==> config.mk <==
export PLATFORM = sky130hd
export DESIGN_NAME = int_alu
export DESIGN_NICKNAME = d
export VERILOG_FILES = /design/src/rtl/int_alu_pkg.sv /design/src/rtl/int_alu_bitwise.sv /design/src/rtl/int_alu_addsub.sv /design/src/rtl/int_alu_shift.sv /design/src/rtl/int_alu.sv
export SDC_FILE = /design/constraint.sdc
export NUM_CORES = 1
export LEC_CHECK = 0
export ABC_AREA = 1
export BUFFER_PORTS_ARGS = -buffer_cell sky130_fd_sc_hd__buf_2
export CAP_MARGIN = 40
export CORE_MARGIN = 4
export CORE_UTILIZATION = 50
export DETAILED_ROUTE_END_ITERATION = 6
export GPL_TIMING_DRIVEN = 0
export PLACE_DENSITY = 0.71
export SLEW_MARGIN = 20
export SYNTH_ARGS = -nofsm -noshare
export SYNTH_HDL_FRONTEND = slang
export SYNTH_SLANG_ARGS = --single-unit
==> constraint.sdc <==
create_clock -name vclk -period 3.5
set_input_delay 0.175 -clock vclk [all_inputs]
set_output_delay 0.175 -clock vclk [all_outputs]
set_load 0.005 [all_outputs]
==> src/rtl/int_alu_pkg.sv <==
package int_alu_pkg;

    typedef enum logic [3:0] {
        OP_AND   = 4'd0,
        OP_OR    = 4'd1,
        OP_XOR   = 4'd2,
        OP_NOR   = 4'd3,
        OP_ADD_S = 4'd4,
        OP_ADD_U = 4'd5,
        OP_SUB_S = 4'd6,
        OP_SUB_U = 4'd7,
        OP_LT_S  = 4'd8,
        OP_LT_U  = 4'd9,
        OP_SHL   = 4'd10,
        OP_SHR_L = 4'd11,
        OP_SHR_A = 4'd12
    } alu_op_e;

    typedef enum logic [1:0] {
        BIT_AND = 2'd0,
        BIT_OR  = 2'd1,
        BIT_XOR = 2'd2,
        BIT_NOR = 2'd3
    } bit_fn_e;

    typedef enum logic [1:0] {
        SH_LEFT  = 2'd0,
        SH_RLOG  = 2'd1,
        SH_RARI  = 2'd2
    } shift_mode_e;

endpackage

==> src/rtl/int_alu_bitwise.sv <==
module int_alu_bitwise
    import int_alu_pkg::*;
#(
    parameter int W = 32
) (
    input  logic [W-1:0] a,
    input  logic [W-1:0] b,
    input  bit_fn_e      fn,
    output logic [W-1:0] y
);

    for (genvar i = 0; i < W; i++) begin : g_bit
        always_comb begin
            case (fn)
                BIT_AND: y[i] = a[i] & b[i];
                BIT_OR:  y[i] = a[i] | b[i];
                BIT_XOR: y[i] = a[i] ^ b[i];
                default: y[i] = ~(a[i] | b[i]);
            endcase
        end
    end

endmodule

==> src/rtl/int_alu_addsub.sv <==
module int_alu_addsub #(
    parameter int W = 32
) (
    input  logic [W-1:0] a,
    input  logic [W-1:0] b,
    input  logic         sub,
    output logic [W-1:0] sum,
    output logic         carry,
    output logic         sovf
);

    logic [W-1:0] b_eff;
    logic [W:0]   full;

    always_comb begin
        b_eff = sub ? ~b : b;
        full  = {1'b0, a} + {1'b0, b_eff} + {{W{1'b0}}, sub};
        sum   = full[W-1:0];
        carry = full[W];
        // operands of equal sign giving a result of the other sign
        sovf  = (a[W-1] == b_eff[W-1]) && (full[W-1] != a[W-1]);
    end

endmodule

==> src/rtl/int_alu_shift.sv <==
module int_alu_shift
    import int_alu_pkg::*;
#(
    parameter int W   = 32,
    localparam int SHW = $clog2(W)
) (
    input  logic [W-1:0]   b,
    input  logic [SHW-1:0] amt,
    input  shift_mode_e    mode,
    output logic [W-1:0]   y
);

    function automatic logic [W-1:0] flip(input logic [W-1:0] v);
        logic [W-1:0] r;
        for (int k = 0; k < W; k++) r[k] = v[W-1-k];
        return r;
    endfunction

    logic            go_left;
    logic            fill;
    logic [W-1:0]    stage [SHW+1];

    assign go_left  = (mode == SH_LEFT);
    assign fill     = (mode == SH_RARI) && b[W-1];
    assign stage[0] = go_left ? flip(b) : b;

    for (genvar i = 0; i < SHW; i++) begin : g_stage
        localparam int STEP = 1 << i;
        assign stage[i+1] = amt[i] ? {{STEP{fill}}, stage[i][W-1:STEP]}
                                   : stage[i];
    end

    assign y = go_left ? flip(stage[SHW]) : stage[SHW];

endmodule

==> src/rtl/int_alu.sv <==
module int_alu
    import int_alu_pkg::*;
#(
    parameter int W   = 32,
    localparam int SHW = $clog2(W)
) (
    input  logic [W-1:0]   opnd_a,
    input  logic [W-1:0]   opnd_b,
    input  logic [SHW-1:0] shamt,
    input  logic [3:0]     op_sel,
    output logic [W-1:0]   result,
    output logic           ovf,
    output logic           zero
);

    typedef struct packed {
        logic [W-1:0] data;
        logic         ovf;
    } alu_out_t;

    alu_op_e      op;
    logic         sub_en;
    logic [W-1:0] logic_y;
    logic [W-1:0] sum;
    logic         carry;
    logic         sovf;
    shift_mode_e  sh_mode;
    logic [W-1:0] shift_y;
    alu_out_t     out_d;

    assign op = alu_op_e'(op_sel);

    always_comb begin
        sub_en = (op == OP_SUB_S) || (op == OP_SUB_U) ||
                 (op == OP_LT_S)  || (op == OP_LT_U);
        case (op)
            OP_SHR_L: sh_mode = SH_RLOG;
            OP_SHR_A: sh_mode = SH_RARI;
            default:  sh_mode = SH_LEFT;
        endcase
    end

    int_alu_bitwise #(.W(W)) i_bitwise (
        .a  (opnd_a),
        .b  (opnd_b),
        .fn (bit_fn_e'(op_sel[1:0])),
        .y  (logic_y)
    );

    int_alu_addsub #(.W(W)) i_addsub (
        .a     (opnd_a),
        .b     (opnd_b),
        .sub   (sub_en),
        .sum   (sum),
        .carry (carry),
        .sovf  (sovf)
    );

    int_alu_shift #(.W(W)) i_shift (
        .b    (opnd_b),
        .amt  (shamt),
        .mode (sh_mode),
        .y    (shift_y)
    );

    always_comb begin
        out_d = '0;
        case (op)
            OP_AND, OP_OR, OP_XOR, OP_NOR: out_d.data = logic_y;
            OP_ADD_S, OP_SUB_S: begin
                out_d.data = sum;
                out_d.ovf  = sovf;
            end
            OP_ADD_U, OP_SUB_U: out_d.data = sum;
            // sign of the true difference: sum sign corrected by overflow
            OP_LT_S: out_d.data = {{(W-1){1'b0}}, sum[W-1] ^ sovf};
            // no carry out of a - b means a borrow was taken
            OP_LT_U: out_d.data = {{(W-1){1'b0}}, ~carry};
            OP_SHL, OP_SHR_L, OP_SHR_A: out_d.data = shift_y;
            default: out_d = '0;
        endcase
    end

    assign result = out_d.data;
    assign ovf    = out_d.ovf;
    assign zero   = ~|out_d.data;

endmodule

### Word-level counts from Yosys, hierarchy flattened

Cells that the tools add are included.

| cells by class | value |
|---|---|
| bitwise logic cells | 131 |
| shifts and indexed selects | 0 |
| multipliers | 0 |
| reductions and logical operators | 14 |
| eq/ne operators | 17 |
| add/subtract/negate cells | 2 |
| divide/modulo/power cells | 0 |
| mux-type cells | 43 |
| $lt $le $gt $ge | 0 |

Operators by type and width:

| operator | number |
|---|---|
| 32-bit two-way mux | 8 |
| 32-bit one-hot mux with 5 select lines | 1 |
| 1-bit one-hot mux with 3 select lines | 32 |
| 32-bit by 32-bit adder with 33-bit output | 1 |
| 33-bit by 1-bit adder with 33-bit output | 1 |
| 1-bit NOT | 33 |
| 1-bit XOR | 33 |
| 1-bit bitwise AND | 32 |
| 32-bit NOT | 1 |
| 1-bit bitwise OR | 32 |
| 32-bit OR reduction | 1 |
| 4-bit == test (second input constant) | 5 |
| 4-bit by 3-bit == test with 1-bit output (second input constant) | 4 |
| 4-bit by 2-bit == test with 1-bit output (second input constant) | 2 |
| 4-bit OR reduction | 2 |
| 2-bit == test (second input constant) | 2 |
| 4-bit by 1-bit == test with 1-bit output (second input constant) | 1 |
| 2-bit logical NOT | 2 |
| 4-bit logical NOT | 1 |
| 2-bit one-hot mux with 2 select lines | 1 |
| 1-bit logical OR | 3 |
| 3-bit OR reduction | 1 |
| 2-bit by 1-bit == test with 1-bit output (second input constant) | 1 |
| 1-bit logical AND | 2 |
| other kinds (5) | 5 |

| storage, ports and cells | value |
|---|---|
| ROM bits | 0 |
| bits in writable memories | 0 |
| output and inout bits | 34 |
| memories | 0 |
| logic and storage cells | 207 |
| bits in latches | 0 |
| register bits after elaboration | 0 |
| input port bits | 73 |

### Longest topological paths before layout

| logic depth | value |
|---|---|
| word-level depth | 13 |
| depth in mapped cells | 27 |
| mapped depth without buffers | 26 |

### Modules after synthesis

From an unflattened synthesis, not the netlist that was laid out.

| second synthesis, totals | value |
|---|---|
| cell total of the unflattened synthesis | 1591 |
| area total of the unflattened synthesis | 8072.7 um2 |

Modules (own cells, without submodules):

| module | times used | sequential area each (um2) | cells an instance | area an instance (um2) |
|---|---|---|---|---|
| int_alu_shift | 1 | 0.0 | 595 | 2656.3 |
| int_alu_addsub | 1 | 0.0 | 419 | 2346.0 |
| int_alu_bitwise | 1 | 0.0 | 343 | 2127.0 |
| int_alu | 1 | 0.0 | 234 | 943.4 |

### Least setup slack after synthesis

No wires, ideal clock.

| path | value |
|---|---|
| path type | input port to output port |
| from | in op_sel[2] |
| to | out zero |
| path slack | 0.195 ns |
| data arrival time | 3.130 ns |
| buffers on the path | 1 |
| data required time | 3.325 ns |
| cell stages on the path | 24 |
| cells stage by stage | inv_1 > nor2_2 > nand2_1 > nand2_1 > buf_1 > xor2_1 > ha_1 > inv_1 > o21ai_0 > nand3_1 > nand2_1 > nand2_1 > nand2_1 > nand2_1 > nand2_1 > a21o_1 > a21oi_1 > o21ai_0 > nand3_1 > nor2_1 > nand2_1 > nor2_1 > nand2_1 > nor2_1 |

| between the ends | value |
|---|---|
| cells in the longest elaborated chain, start to end | 13 |
| elaborated cells on any way between the ends | 41 |
| those cells by class | 2 x add/sub; 15 x eq/ne; 10 x mux; 2 x bitwise; 12 x reduce/logical |

RTL lines:

| what | RTL line | text |
|---|---|---|
| start, declared | int_alu.sv:10 | `input logic [3:0] op_sel,` |
| branches (longest 10 deep; another with 32-bit by 32-bit adder with 33-bit output) | -- |  |
| 32-bit one-hot mux with 5 select lines (*) | int_alu.sv:68 | `case (op)` |
| net result[22] | int_alu.sv:11 | `output logic [W-1:0] result,` |
| 32-bit OR reduction (*) | int_alu.sv:86 | `assign zero = ~\|out_d.data;` |
| 1-bit logical NOT (*) | int_alu.sv:86 |  |
| end, declared | int_alu.sv:13 | `output logic zero` |

Mark *: on every way through the listed nets, which the timed path passes.

### Final worst setup path

| path | value |
|---|---|
| from | in op_sel[3] |
| to | out zero |

| between the ends | value |
|---|---|
| cells in the longest elaborated chain, start to end | 13 |
| elaborated cells on any way between the ends | 41 |
| those cells by class | 2 x add/sub; 15 x eq/ne; 10 x mux; 2 x bitwise; 12 x reduce/logical |

RTL lines:

| what | RTL line | text |
|---|---|---|
| 4-bit by 3-bit == test with 1-bit output or 4-bit == test (tied branches) | int_alu.sv:34, int_alu.sv:68, int_alu.sv:36 |  |
| 1-bit logical OR or 2-bit one-hot mux with 2 select lines (tied branches) | int_alu.sv:34, int_alu.sv:36 |  |
| 1-bit logical OR, or another cell as far along | int_alu.sv:34 | `sub_en = (op == OP_SUB_S) \|\| (op == OP_SUB_U) \|\|` |
| 1-bit logical OR, or another cell as far along | int_alu.sv:35 | `(op == OP_LT_S) \|\| (op == OP_LT_U);` |
| 32-bit two-way mux, on equally long branches | int_alu_addsub.sv:16, int_alu_shift.sv:29 |  |
| 32-bit by 32-bit adder with 33-bit output or 32-bit two-way mux (tied branches) | int_alu_addsub.sv:17, int_alu_shift.sv:29 |  |
| 33-bit by 1-bit adder with 33-bit output or 32-bit two-way mux (tied branches) | int_alu_addsub.sv:17, int_alu_shift.sv:29 |  |
| 1-bit != test or 32-bit two-way mux (tied branches) | int_alu_addsub.sv:21, int_alu_shift.sv:29 |  |
| 1-bit logical AND or 32-bit two-way mux (tied branches) | int_alu_addsub.sv:21, int_alu_shift.sv:29 |  |
| 1-bit XOR or 32-bit two-way mux (tied branches) | int_alu.sv:76, int_alu_shift.sv:33 |  |
| 32-bit one-hot mux with 5 select lines (*) | int_alu.sv:68 |  |
| 32-bit OR reduction (*) | int_alu.sv:86 |  |
| 1-bit logical NOT (*) | int_alu.sv:86 |  |

Mark *: on every way between the ends. The rest lies on a longest branch, timed or not.

==> qor.txt <==
Nets -> 1685
initial core utilization -> 51.4%
Initial DRC Count -> 1643
Yosys warnings -> 0
pre-CTS setup slack -> -1.39 ns
CP max FO -> 5
DRC Markers -> 0
first-pass GRT wire length -> 52600 um
Rows -> 43
total grt overflow -> 0
Worst VDD drop -> 0.163 mV
Arr. time, crit path -> 3.34 ns
Setup crit end -> zero
Post-Synth XOR/XNOR Area -> 4.40%
IO Port Bufs -> 104
worst setup margin -> -0.0103 ns
sequential power share -> 0%
final hold viol count -> 0
fillcell total -> 1321
DP Area -> 7910 um^2
outcome -> finished, violations left
Yosys cell types -> 38
# IOs -> 107
Synth Area in Adders -> 17.0%
Antenna Cells -> 0
seq_cells -> 0
share of post-route cells with drive strength above 1 -> 21.2%
initial antenna violation count -> 0
crit path time final -> 3.51 ns
total power -> 2020 uW
sequential fraction of the synthesis area -> 0%
pwr dens -> 222 nW/um^2
Vias/cell -> 6.50
CP Class -> in -> out
Tightest Pin Transition -> 0.853 ns
failing checks -> negative setup slack
drt total wl -> 36700 um
final setup vio count -> 1
core area -> 13900 um^2
Slew Limit Fails -> 0
period utilisation layout -> 100%
routed vias -> 11000
NetSw -> 1300 uW
Comb pwr share -> 100.0%
post-synth top area share -> 26.1%
Internal -> 728 uW
leak pwr -> 0.00462 uW
GRT Overall Usage -> 40.9%
Slew headroom -> 43.1%
Mapped Cells -> 1367
Max Cap Violations -> 0
Synth Area in Compound Gates -> 15.7%
Clock Power Share -> 0%
area grow syn2layout -> 27.4%
largest net degree at the start of global routing -> 11
top cells by area, synth -> nand3_1, nand2_1, ha_1
clock buf count -> 0
cell taking the most area after synthesis -> nand3_1
number of global-route vias before repair -> 9438
Die X -> 128 um
GP Congestion -> 1.08
CTS Hold Buffers Added -> 0
RSZ-0062 raised after global routing -> yes
syn_nets -> 1537
sequential cell area -> 0 um^2
final instance area -> 9130 um^2
Critical Path Source Type -> primary input
largest family of logic cells by synthesized area -> simple AND/OR/NAND/NOR gates
switch share -> 64.0%
Final HPWL DP -> 28400 um
post-route ant nets -> 0
Critical Path Source -> op_sel[3]
1st-pass router iterations -> 6
Post-Syn Area -> 7170 um^2
Mapped Avg Cell Area -> 5.24 um^2
Die Ht -> 128 um
CP required -> 3.32 ns
Simple-Gate Fraction of Synth Area -> 51.3%
DIE AREA -> 16300 um^2
setup TNS -> -0.0103 ns
final hold slack -> 0.752 ns
Max Freq -> 0.285 GHz
type of the most critical hold path -> in -> out
post-synthesis mux area share -> 0%
CP Capture Type -> output port
drt wl/cell -> 21.7 um
[cell usage after synthesis (all sizes together) (2+ instances only)]
master / instances
o211ai: 3
inv: 140
nand2: 350
nand3: 374
o21a: 4
o21bai: 2
a221oi: 20
nor2: 91
buf: 30
nor3: 7
clkbuf: 41
a21oi: 61
o221ai: 2
or2: 5
xor2: 35
nand4: 6
o21ai: 62
ha: 96
a21boi: 2
a21o: 10
o22ai: 6
a31oi: 2
o2111ai: 12
[how the worst min path moves through the flow]
stage	start	end	slack [ns]	depth (start not counted)
after floorplan	op_sel[0]	ovf	0.39	1
after global placement	op_sel[0]	ovf	0.75	3
after detailed placement	op_sel[0]	ovf	0.74	3
after CTS	op_sel[0]	ovf	0.75	3
after global routing	op_sel[0]	ovf	0.77	3
final	op_sel[0]	ovf	0.75	3
[kinds of logic (layout without fill, tap and decap cells)]
logic type	count (synthesis)	count (layout)
simple gates	835	835
buf+inv	212	358
compound gates	187	187
fa+ha+maj	97	97
xor+xnor	36	36
[metrics by stage]
step | utilization [%] | instances
after global routing | 65.5 | 1693
after CTS | 59.3 | 1668
after global placement | 56.8 | 1651
after detailed placement | 56.8 | 1651
final | 65.5 | 1693
after floorplan | - | 1367
[power by group through the flow]
stage	Clock [uW]	Combinational (uW)	Sequential, uW
5_1_grt	0	2160	0
6_report	0	2020	0
3_3_place_gp	0	1540	0
2_1_floorplan	0	1020	0
4_1_cts	0	1660	0
3_5_place_dp	0	1550	0
[worst max-delay path, stage by stage]
cell and delay [ns]:
buf_8 0.11, nor2_4 0.12, nand2_2 0.09, nand2_4 0.09, buf_12 0.15, clkbuf_16 0.17
xor2_4 0.17, ha_4 0.24, a21oi_2 0.17, a21boi_4 0.24, nor2_1 0.06, nor2_1 0.20
nand3_2 0.18, o21ai_0 0.40, nand3_1 0.21, nor2_1 0.13, nand2_1 0.06, nor2_1 0.09
nand2_1 0.05, nor2_1 0.09, buf_2 0.12
[cells in the final DEF, fill, tap and decap left out, types with 11 or more instances in the layout]
| master | netlist | routed |
|---|---|---|
| nand3_1 | 374 | 365 |
| nand2_1 | 347 | 316 |
| inv_1 | 138 | 125 |
| buf_2 | 14 | 115 |
| ha_1 | 96 | 81 |
| nor2_1 | 88 | 73 |
| clkbuf_1 | 41 | 41 |
| buf_4 | 2 | 39 |
| o21ai_0 | 60 | 38 |
| a21oi_1 | 61 | 35 |
| nand2_2 | 1 | 28 |
| xor2_1 | 35 | 24 |
| a21oi_2 | 0 | 21 |
| a221oi_1 | 20 | 20 |
| inv_2 | 2 | 13 |
| o21ai_1 | 2 | 13 |
| o2111ai_1 | 12 | 12 |
| nor2_4 | 1 | 11 |
[repair_timing]
| action | 4_1_cts | 5_1_grt |
|---|---|---|
| setup buffers | 17 | 23 |
| gates cloned | 0 | 2 |
| setup endpoints to repair | 31 | 4 |
| pin swaps | 21 | 70 |
| gates resized for setup | 69 | 162 |
[cell type report]
type / count / area (um^2) / share of cell area [%]
Buffer: 71 / 348 / 3.81
Inverter: 141 / 534 / 5.85
Timing Repair Buffer: 146 / 926 / 10.1
Multi-Input combinational cell: 1155 / 7100 / 77.7
Tap cell: 180 / 225 / 2.47
[layer usage]
| metal | wire [um] | part of all wire (%) | vias to the layer above | GRT usage [%] |
|---|---|---|---|---|
| met3 | 5050 | 14 | 178 | 9.17 |
| met5 | 0 | 0 | - | 0 |
| met2 | 15100 | 41 | 863 | 60.0 |
| met4 | 2430 | 6.6 | 0 | 19.4 |
| met1 | 14200 | 39 | 5018 | 56.6 |
| li1 | - | - | 4940 | - |
Note: power is estimated with default switching activity, not from simulation.
